===== src/rtl/dgProcPkg.sv =====
package dgProcPkg;
  localparam int FieldW = 16;
  localparam int LogW   = 32;

  typedef enum logic [1:0] {ACC_NONE, ACC_READ, ACC_WRITE, ACC_RDWR} accType_e;
  typedef enum logic [1:0] {MODE_POS, MODE_CFG, MODE_BCAST, MODE_LOG} addrMode_e;

  // strobes from control to datapath
  typedef struct packed {
    logic       capAdpLo;
    logic       capAdpHi;
    logic       capAdoLo;
    logic       capAdoHi;
    logic       capLenLo;
    logic       capLenHi;
    logic       incAdpLo;
    logic       incAdpHi;
    logic       addWkcLo;
    logic       addWkcHi;
    logic [1:0] wkcInc;
    logic       selRead;
    logic       useLog;
  } dpCtl_t;

  function automatic logic [1:0] wkcStep(accType_e a);
    case (a)
      ACC_READ, ACC_WRITE: return 2'd1;
      ACC_RDWR:            return 2'd3;
      default:             return 2'd0;
    endcase
  endfunction
endpackage


===== src/rtl/dgLogMap.sv =====
module dgLogMap
  import dgProcPkg::*;
#(
  parameter int NumWin = 2
) (
  input  logic [LogW-1:0]                logAddr,
  input  logic [FieldW-1:0]              spanLen,
  input  logic [NumWin-1:0][LogW-1:0]    winLogStart,
  input  logic [NumWin-1:0][FieldW-1:0]  winLength,
  input  logic [NumWin-1:0][FieldW-1:0]  winPhysStart,
  output logic                           hit,
  output logic [FieldW-1:0]              physBase
);
  localparam int RelW = LogW + 1;

  logic [NumWin-1:0]             wHit;
  logic [NumWin-1:0][FieldW-1:0] wBase;

  for (genvar g = 0; g < NumWin; g++) begin : g_win
    logic [RelW-1:0] rel;
    logic [RelW-1:0] spanEnd;
    assign rel     = {1'b0, logAddr} - {1'b0, winLogStart[g]};
    assign spanEnd = rel + RelW'(spanLen);
    assign wHit[g]  = !rel[RelW-1] && (spanEnd <= RelW'(winLength[g]));
    assign wBase[g] = winPhysStart[g] + rel[FieldW-1:0];
  end

  // lowest index wins: scan from the top down so it overrides last
  always_comb begin
    hit      = 1'b0;
    physBase = '0;
    for (int i = NumWin - 1; i >= 0; i--) begin
      if (wHit[i]) begin
        hit      = 1'b1;
        physBase = wBase[i];
      end
    end
  end
endmodule


===== src/rtl/dgPath.sv =====
module dgPath
  import dgProcPkg::*;
#(
  parameter int NumWin = 2
) (
  input  logic                           clk,
  input  logic                           rstN,
  input  logic                           inValid,
  input  logic [7:0]                     inData,
  input  logic                           inSof,
  input  logic                           inEof,
  input  logic [FieldW-1:0]              stationAddr,
  input  logic [NumWin-1:0][LogW-1:0]    winLogStart,
  input  logic [NumWin-1:0][FieldW-1:0]  winLength,
  input  logic [NumWin-1:0][FieldW-1:0]  winPhysStart,
  input  logic [7:0]                     memRdata,
  input  dpCtl_t                         ctl,
  input  logic [FieldW-1:0]              dataIdx,
  output logic                           adpZero,
  output logic                           adpIsStation,
  output logic                           logHit,
  output logic [FieldW-1:0]              lenNow,
  output logic [FieldW-1:0]              memAddr,
  output logic [7:0]                     memWdata,
  output logic                           outValid,
  output logic [7:0]                     outData,
  output logic                           outSof,
  output logic                           outEof
);
  logic [FieldW-1:0] adpReg, adoReg, lenReg;
  logic [7:0]        lenLoReg;
  logic              carry;
  logic [FieldW-1:0] logBase, baseAddr;
  logic [7:0]        addend, nextByte;
  logic [8:0]        sum9;
  logic              doAdd;

  assign adpZero      = (adpReg == '0);
  assign adpIsStation = (adpReg == stationAddr);
  assign lenNow       = ctl.capLenHi ? {inData, lenLoReg} : lenReg;

  dgLogMap #(.NumWin(NumWin)) u_map (
    .logAddr     ({adoReg, adpReg}),
    .spanLen     (lenNow),
    .winLogStart (winLogStart),
    .winLength   (winLength),
    .winPhysStart(winPhysStart),
    .hit         (logHit),
    .physBase    (logBase)
  );

  assign baseAddr = ctl.useLog ? logBase : adoReg;
  assign memAddr  = baseAddr + dataIdx;
  assign memWdata = inData;

  always_comb begin
    doAdd = ctl.incAdpLo | ctl.incAdpHi | ctl.addWkcLo | ctl.addWkcHi;
    if (ctl.incAdpLo)                     addend = 8'd1;
    else if (ctl.addWkcLo)                addend = {6'd0, ctl.wkcInc};
    else if (ctl.incAdpHi | ctl.addWkcHi) addend = {7'd0, carry};
    else                                  addend = 8'd0;
    sum9 = {1'b0, inData} + {1'b0, addend};
    if (ctl.selRead)  nextByte = memRdata;
    else if (doAdd)   nextByte = sum9[7:0];
    else              nextByte = inData;
  end

  always_ff @(posedge clk) begin
    if (!rstN) begin
      adpReg   <= '0;
      adoReg   <= '0;
      lenReg   <= '0;
      lenLoReg <= '0;
      carry    <= 1'b0;
      outValid <= 1'b0;
      outData  <= '0;
      outSof   <= 1'b0;
      outEof   <= 1'b0;
    end else begin
      if (ctl.capAdpLo) adpReg[7:0]  <= inData;
      if (ctl.capAdpHi) adpReg[15:8] <= inData;
      if (ctl.capAdoLo) adoReg[7:0]  <= inData;
      if (ctl.capAdoHi) adoReg[15:8] <= inData;
      if (ctl.capLenLo) lenLoReg     <= inData;
      if (ctl.capLenHi) lenReg       <= {inData, lenLoReg};
      if (ctl.incAdpLo | ctl.addWkcLo) carry <= sum9[8];
      outValid <= inValid;
      outSof   <= inValid & inSof;
      outEof   <= inValid & inEof;
      outData  <= nextByte;
    end
  end
endmodule


===== src/rtl/dgCtrl.sv =====
module dgCtrl
  import dgProcPkg::*;
(
  input  logic              clk,
  input  logic              rstN,
  input  logic              inValid,
  input  logic              inSof,
  input  logic              inEof,
  input  logic [3:0]        cmdIn,
  input  logic              adpZero,
  input  logic              adpIsStation,
  input  logic              logHit,
  input  logic [FieldW-1:0] lenNow,
  output dpCtl_t            ctl,
  output logic [FieldW-1:0] dataIdx,
  output logic              memRd,
  output logic              memWr
);
  typedef enum logic [2:0] {ST_IDLE, ST_HDR, ST_DATA, ST_WKCLO, ST_WKCHI, ST_TAIL} state_e;

  state_e            state;
  logic [2:0]        hdrIdx;
  logic [3:0]        cmdReg;
  logic              hitReg;
  logic [FieldW-1:0] remain;
  logic              inHdr, addrHit;
  logic [2:0]        hb;
  addrMode_e         mode;
  accType_e          acc;

  assign mode  = addrMode_e'(cmdReg[3:2]);
  assign acc   = accType_e'(cmdReg[1:0]);
  assign inHdr = inValid && (inSof || state == ST_HDR);
  assign hb    = inSof ? 3'd0 : hdrIdx;

  always_comb begin
    case (mode)
      MODE_POS:   addrHit = adpZero;
      MODE_CFG:   addrHit = adpIsStation;
      MODE_BCAST: addrHit = 1'b1;
      default:    addrHit = logHit;
    endcase
  end

  always_comb begin
    ctl        = '0;
    ctl.useLog = (mode == MODE_LOG);
    ctl.wkcInc = hitReg ? wkcStep(acc) : 2'd0;
    memRd      = 1'b0;
    memWr      = 1'b0;
    if (inHdr) begin
      case (hb)
        3'd2: begin ctl.capAdpLo = 1'b1; ctl.incAdpLo = (mode == MODE_POS); end
        3'd3: begin ctl.capAdpHi = 1'b1; ctl.incAdpHi = (mode == MODE_POS); end
        3'd4: ctl.capAdoLo = 1'b1;
        3'd5: ctl.capAdoHi = 1'b1;
        3'd6: ctl.capLenLo = 1'b1;
        3'd7: ctl.capLenHi = 1'b1;
        default: ;
      endcase
    end else if (inValid && !inSof) begin
      case (state)
        ST_DATA: begin
          memRd       = hitReg && (acc == ACC_READ || acc == ACC_RDWR);
          memWr       = hitReg && (acc == ACC_WRITE || acc == ACC_RDWR);
          ctl.selRead = memRd;
        end
        ST_WKCLO: ctl.addWkcLo = 1'b1;
        ST_WKCHI: ctl.addWkcHi = 1'b1;
        default: ;
      endcase
    end
  end

  always_ff @(posedge clk) begin
    if (!rstN) begin
      state   <= ST_IDLE;
      hdrIdx  <= '0;
      cmdReg  <= '0;
      hitReg  <= 1'b0;
      remain  <= '0;
      dataIdx <= '0;
    end else if (inValid) begin
      if (inSof) begin
        cmdReg <= cmdIn;
        hdrIdx <= 3'd1;
        hitReg <= 1'b0;
        state  <= ST_HDR;
      end else begin
        case (state)
          ST_HDR: begin
            hdrIdx <= hdrIdx + 3'd1;
            if (hdrIdx == 3'd7) begin
              hitReg  <= addrHit;
              remain  <= lenNow;
              dataIdx <= '0;
              state   <= (lenNow == '0) ? ST_WKCLO : ST_DATA;
            end
          end
          ST_DATA: begin
            dataIdx <= dataIdx + 1'b1;
            remain  <= remain - 1'b1;
            if (remain == 16'd1) state <= ST_WKCLO;
          end
          ST_WKCLO: state <= ST_WKCHI;
          ST_WKCHI: state <= ST_TAIL;
          default: ;
        endcase
      end
      if (inEof) state <= ST_IDLE;
    end
  end
endmodule


===== src/rtl/dgAddrUnit.sv =====
module dgAddrUnit
  import dgProcPkg::*;
#(
  parameter int NumWin = 2
) (
  input  logic                           clk,
  input  logic                           rstN,
  input  logic                           inValid,
  input  logic [7:0]                     inData,
  input  logic                           inSof,
  input  logic                           inEof,
  input  logic [FieldW-1:0]              stationAddr,
  input  logic [NumWin-1:0][LogW-1:0]    winLogStart,
  input  logic [NumWin-1:0][FieldW-1:0]  winLength,
  input  logic [NumWin-1:0][FieldW-1:0]  winPhysStart,
  input  logic [7:0]                     memRdata,
  output logic                           outValid,
  output logic [7:0]                     outData,
  output logic                           outSof,
  output logic                           outEof,
  output logic                           memRd,
  output logic                           memWr,
  output logic [FieldW-1:0]              memAddr,
  output logic [7:0]                     memWdata
);
  dpCtl_t            ctl;
  logic [FieldW-1:0] dataIdx, lenNow;
  logic              adpZero, adpIsStation, logHit;

  dgCtrl u_ctrl (
    .clk(clk), .rstN(rstN), .inValid(inValid), .inSof(inSof), .inEof(inEof),
    .cmdIn(inData[3:0]), .adpZero(adpZero), .adpIsStation(adpIsStation),
    .logHit(logHit), .lenNow(lenNow), .ctl(ctl), .dataIdx(dataIdx),
    .memRd(memRd), .memWr(memWr)
  );

  dgPath #(.NumWin(NumWin)) u_path (
    .clk(clk), .rstN(rstN), .inValid(inValid), .inData(inData), .inSof(inSof),
    .inEof(inEof), .stationAddr(stationAddr), .winLogStart(winLogStart),
    .winLength(winLength), .winPhysStart(winPhysStart), .memRdata(memRdata),
    .ctl(ctl), .dataIdx(dataIdx), .adpZero(adpZero), .adpIsStation(adpIsStation),
    .logHit(logHit), .lenNow(lenNow), .memAddr(memAddr), .memWdata(memWdata),
    .outValid(outValid), .outData(outData), .outSof(outSof), .outEof(outEof)
  );
endmodule


===== config.mk =====
export PLATFORM = sky130hd
export DESIGN_NAME = dgAddrUnit
export DESIGN_NICKNAME = d
export VERILOG_FILES = /design/src/rtl/dgProcPkg.sv /design/src/rtl/dgLogMap.sv /design/src/rtl/dgPath.sv /design/src/rtl/dgCtrl.sv /design/src/rtl/dgAddrUnit.sv
export SDC_FILE = /design/constraint.sdc
export NUM_CORES = 1
export LEC_CHECK = 0
export BUFFER_PORTS_ARGS = -buffer_cell sky130_fd_sc_hd__clkbuf_2
export CORE_MARGIN = 4
export CORE_UTILIZATION = 53
export DETAILED_ROUTE_END_ITERATION = 6
export PLACE_DENSITY = 0.79
export SYNTH_ARGS = -nofsm -noshare
export SYNTH_HDL_FRONTEND = slang
export SYNTH_SLANG_ARGS = --single-unit

===== constraint.sdc =====
create_clock -name clk -period 23.7 [get_ports clk]
set_clock_uncertainty 0.1 [all_clocks]
set_input_delay 3.555 -clock clk [delete_from_list [all_inputs] [get_ports clk]]
set_output_delay 3.555 -clock clk [all_outputs]
set_load 0.02 [all_outputs]

# [After elaboration in Yosys (flattened, before gate mapping)]
# Index checks and enable logic that the tools add are counted.
[word_totals] ff_bits=111 input_bits=165 out_inout_bits=37 wordCells=134
[classes] n_addsub=11 n_lt_le_gt_ge=2 eq_ne=22 muxes=49 bitwise_logic=8 n_reduce_logical=25
[op_table] op="$mux W16" n=6
[op_table] op="$add A33 B16 Y33" n=2
[op_table] op="$le A33 B16 Y1" n=2
[op_table] op="$sub A32 B32 Y33" n=2
[op_table] op="$pmux W16 S2" n=2
[op_table] op="$add A16 B16 Y16" n=3
[op_table] op="$mux W8" n=5
[op_table] op="$logic_not A16 Y1" n=2
[op_table] op="$mux W1" n=23
[op_table] op="$mux W3" n=7
[op_table] op="$eq A3 B3 Y1 const B" n=6
[op_table] op="$add A16 B1 Y16 const B" n=1
[op_table] op="$eq A16 B1 Y1 const B" n=1
[op_table] op="$eq A16 B16 Y1" n=1
[op_table] op="$sub A16 B1 Y16 const B" n=1
[op_table] op="$eq A3 B2 Y1 const B" n=4
[op_table] op="$pmux W3 S4" n=1
[op_table] op="$add A8 B8 Y9" n=1
[op_table] op="$eq A2 B2 Y1 const B" n=4
[op_table] op="$reduce_and A4 Y1" n=2
[op_table] op="$logic_and A1 B1 Y1" n=6
[op_table] op="$mux W2" n=3
[op_table] op="$reduce_bool A2 Y1" n=3
[op_table] op="$reduce_bool A6 Y1" n=1
[op_table] op="17 further kinds" n=28

# [Depth between registers and ports, before layout]
[depth] depth_word=14 depth_mapped=50 ltp_nobuf=45

# [Cells and area by module]
# A second synthesis with hierarchy kept.
[unflattened] hier_cells=1962 area_unflattened_um2=15185.8
[by_module_without_submodules] mod="dgLogMap" instances=1 cells_each=1243 area_each_um2=8839.7 seq_area_each_um2=0.0
[by_module_without_submodules] mod="dgPath" instances=1 cells_each=403 area_each_um2=3890.0 seq_area_each_um2=1361.3
[by_module_without_submodules] mod="dgCtrl" instances=1 cells_each=316 area_each_um2=2456.1 seq_area_each_um2=860.8

# [Worst setup path before layout]
# Ideal clock, no wire load.
[synth_path] path_type="input port to output port" from="in inValid" to="out memAddr[14]" arrival_time_ps=11924 required_ps=20045 setup_slack_ps=8121 cell_stages=48 path_buffers=4 path_cell_list="nor2b_1 > and2_1 > clkbuf_1 > and4_1 > clkbuf_1 > buf_1 > mux2i_1 > inv_1 > ha_1 > inv_1 > fa_1 > nor2b_1 > o31ai_1 > a21oi_1 > nand3_1 > a21boi_0 > o21ai_0 > nand2b_1 > (+12 left out) > buf_6 > a221oi_2 > nor2_1 > ha_1 > fa_1 > a21o_1 > a21oi_1 > o21bai_1 > a21oi_1 > o21bai_1 > a21oi_1 > o21bai_1 > a21oi_1 > o21bai_1 > a21oi_1 > o21bai_1 > a21oi_1 > xnor2_1"
[synth_via] elab_chain_len=10 word_cells_on_any_way=13 cone_classes="3 x add/sub; 2 x order compare; 5 x mux; 3 x reduce/logical"
[synth_rtl] item="from (decl)" line_no="dgAddrUnit.sv:8" source="input logic inValid,"
[synth_rtl] item="$logic_and A1 B1 Y1 *" line_no="dgCtrl.sv:33" source="assign inHdr = inValid && (inSof || state == ST_HDR);"
[synth_rtl] item="$mux W8 *" line_no="dgCtrl.sv:51" source="if (inHdr) begin"
[synth_rtl] item="$mux W16 *"
[synth_rtl] item="net lenNow[0]" line_no="dgAddrUnit.sv:27" source="logic [FieldW-1:0] dataIdx, lenNow;"
[synth_rtl] item="$add A33 B16 Y33" line_no="dgLogMap.sv:23" source="assign spanEnd = rel + RelW'(spanLen);"
[synth_rtl] item="$le A33 B16 Y1" line_no="dgLogMap.sv:24" source="assign wHit[g] = !rel[RelW-1] && (spanEnd <= RelW'(winLength[g]));"
[synth_rtl] item="$logic_and A1 B1 Y1" line_no="dgLogMap.sv:24"
[synth_rtl] item="$mux W16" line_no="dgLogMap.sv:33" source="if (wHit[i]) begin"
[synth_rtl] item="$mux W16 *" line_no="dgLogMap.sv:33"
[synth_rtl] item="$mux W16 *" line_no="dgPath.sv:52" source="assign baseAddr = ctl.useLog ? logBase : adoReg;"
[synth_rtl] item="$add A16 B16 Y16 *" line_no="dgPath.sv:53" source="assign memAddr = baseAddr + dataIdx;"
[synth_rtl] item="to (decl)" line_no="dgAddrUnit.sv:23" source="output logic [FieldW-1:0] memAddr,"
# Mark *: on every way through the listed nets, which the timed path passes. The rest lies on a longest branch.

# [Worst setup path in the final report]
[layout_path] from="in inValid" to="out memAddr[15]"
# Same word-level chain as after synthesis.

==> results.txt <==
Fin Setup TNS: 0 ps
Multi-input gate area: 11,700 sq um
Via density: 6.16
Vias: 15,500
Depth of the CTS H-tree: 3
CP Launch Type: primary input
Cell Pwr Density: 32.2 nW/um^2
Most frequent cell after synthesis: nor2_1
CP max stage cell: o41ai_1
Syn Nets: 2,358
Fin cells: 2,523
Pre-CTS setup slack: 5790 ps
Root Driver: clkbuf_16
CTS Sinks: 111
Sequential cell area fraction in the yosys report: 14.9%
First-pass GRT wire length: 77.1 mm
Worst-path clk slew: 80 ps
Status: finished, final reports clean
Synthesized area: 14,900 sq um
FP Rows: 61
Final #Nets: 2,493
Yosys reg bits: 111
Sequential share of power: 35.7%
Clock Latency Late Sink: 360 ps
Clock Power Share: 35.3%
Largest net degree at the start of global routing: 82
CTS tree: built
Core Region: 27,800 sq um
PnR worst setup slack: 5660 ps
Chip height: 176 microns
Wirelength per Cell: 19.9 microns
Hold Crit Class: flip-flop to flip-flop
Area grow syn2layout: 10.1%
Share of layout cells above drive strength 1: 13.9%
P_leak: 7.84 nW
Final number of hold-violating endpoints: 0
Crit path max-delay family: compound AO/OA/AOI/OAI gates
# fillers: 2,652
DRC: 0
CP max stage delay: 850 ps
Vias in the first global route: 14,600
DRT Pass-1 Iters: 5
Total Wirelength: 50.2 mm
Post-route minimum period: 18,040 ps
Post-synth top flop: dfxtp_1
Psw: 0.167 mW
CTS Hold Bufs: 0
Post-synth top area share: 15.1%
Syn Inst Count: 2,005
Critical path class: primary input to output port
PortBufs: 201
Worst-path maximum fanout: 16
Crit path required time: 20,050 ps
Ranking of synthesized cells by area: ha_1 15%, dfxtp_1 15%, nor2_1 5.9%, xnor2_1 5.6%, a21oi_1 5.3%
Setup violators final: 0
Total grt overflow: 0
Unrepaired setup endpoints after global routing: no
Bufs on Longest Clock Path: 2
TritonCTS Buffers: 9
Switch share: 31.4%
Post-cts sizing count: 0
Critical path capture point type: output port
Max_cap viols: 0
Critical Path AT: 14,380 ps
DRT iter0 DRCs: 1,390
Post-CTS setup buffer count: 0
Rel. slew slack: 34.1%
Fmax: 55.4 MHz
Int Pwr: 0.363 mW
Hold Slack: 378 ps
Peak VDD IR: 0.0351 mV
IO Count: 202
Die width: 176 microns
Synth area leader: ha_1
Yosys cell types: 104
Total global-route track usage: 31.1%
Register area: 2220 sq um
Comb power frac: 29.0%
Post-Place Cells: 2,507
Worst Max-Slew Pin Slew: 976 ps
Post-synthesis async set-or-reset flop share: 0%
Final core utilization: 59.2%
Initial Utilization: 53.7%
Number of synthesized flops with an enable pin: 0
Final period util: 76.1%
Gpl congestion: 1.02
Syn Area/Cell: 7.44 sq um
Commonest cells post-synth: 234 x nor2_1, 180 x ha_1, 169 x inv_1
Antenna viol nets, final: 0
Syn. warnings: 0
Antenna cells: 0
Final Max Tran Viols: 0
Die area: 30,900 sq um
Initial antenna violation count: 0
CP bufs+invs: 4
Hpwl dp: 41.4 mm
[kinds of logic (layout without fill, tap and decap cells)]
logic type	Yosys count	after routing	share of synthesized area [%]
simple gates	667	667	22.1
buf+inv	255	395	6.99
compound gates	572	572	26.8
xor+xnor	144	144	8.50
flops	111	111	14.9
mux	68	68	4.63
fa+ha+maj	188	188	16.2
[power groups by stage]
| stage | clock, mW | combinational (mW) | sequential (mW) |
|---|---|---|---|
| after floorplan | 0 | 0.101 | 0.194 |
| after global placement | 0 | 0.148 | 0.193 |
| after detailed placement | 0 | 0.151 | 0.193 |
| after CTS | 0.188 | 0.152 | 0.189 |
| after global routing | 0.195 | 0.169 | 0.189 |
| final | 0.187 | 0.154 | 0.189 |
[worst register-to-register path, delay by kind of cell (launching register included)]
kind / cells / cell delay, ps
AOI/OAI and AO/OA: 12 / 3840
and+or+nand+nor: 7 / 2590
adders and majority gates: 2 / 710
muxes: 1 / 480
DFF: 1 / 450
buffers and inverters: 2 / 260
[per-stage QoR]
step	instance area, sq um	power (mW)
after floorplan	14900	0.295
after CTS	16400	0.528
after detailed placement	16100	0.344
final	16400	0.530
after global placement	16100	0.341
after global routing	16400	0.554
[placed cells by master (no fill, tap or decap), drive strengths merged, types with 9 or more instances in the layout]
cell type  count
nor2         235
clkbuf       210
ha           180
inv          171
a21oi        166
nand2        125
dfxtp        111
o21ai        105
xnor2         97
mux2i         60
nand3         58
xor2          47
nor3          43
a21o          38
a211oi        29
nand4         28
nor2b         27
nand2b        25
and3          25
o21a          24
and2          23
o211ai        21
a31oi         18
o21bai        17
or3           16
a221oi        15
and4          13
nor4          13
a21boi        12
o31ai         10
a211o          9
o22ai          9
or2            9
[sequential cells by signal (all words and copies together), names as in the netlist]
signal and cells:
u_ctrl.state 3, u_path.outData 8, u_ctrl.remain 16, u_path.outEof 1
u_ctrl.cmdReg 4, u_ctrl.hdrIdx 3, u_path.lenLoReg 8, u_path.outValid 1
u_ctrl.dataIdx 16, u_ctrl.hitReg 1, u_path.adpReg 16, u_path.lenReg 16
u_path.carry 1, u_path.outSof 1, u_path.adoReg 16
[layer usage]
| layer | share of wire [%] | track usage [%] |
|---|---|---|
| met5 | 0 | 0 |
| met4 | 5.0 | 13.0 |
| met3 | 7.8 | 5.29 |
| met2 | 45 | 51.0 |
| met1 | 42 | 40.5 |
[layout make-up]
cell class	instances	area share (%)
Multi-Input combinational cell	1639	71.0
Sequential cell	111	13.5
Timing Repair Buffer	209	6.49
Inverter	170	3.88
Tap cell	378	2.88
Clock buffer	9	1.37
Clock inverter	7	0.876
[final timing paths]
path	from	to	slack, ps	cells after the start
hold / removal	u_ctrl.remain[1]	u_ctrl.remain[1]	380	2
setup / recovery	inValid	memAddr[15]	5660	39
hold reg to reg	u_ctrl.remain[1]	u_ctrl.remain[1]	380	2
setup reg to reg	u_ctrl.state[0]	u_ctrl.hitReg	15210	24
(Power assumes the default switching activity.)
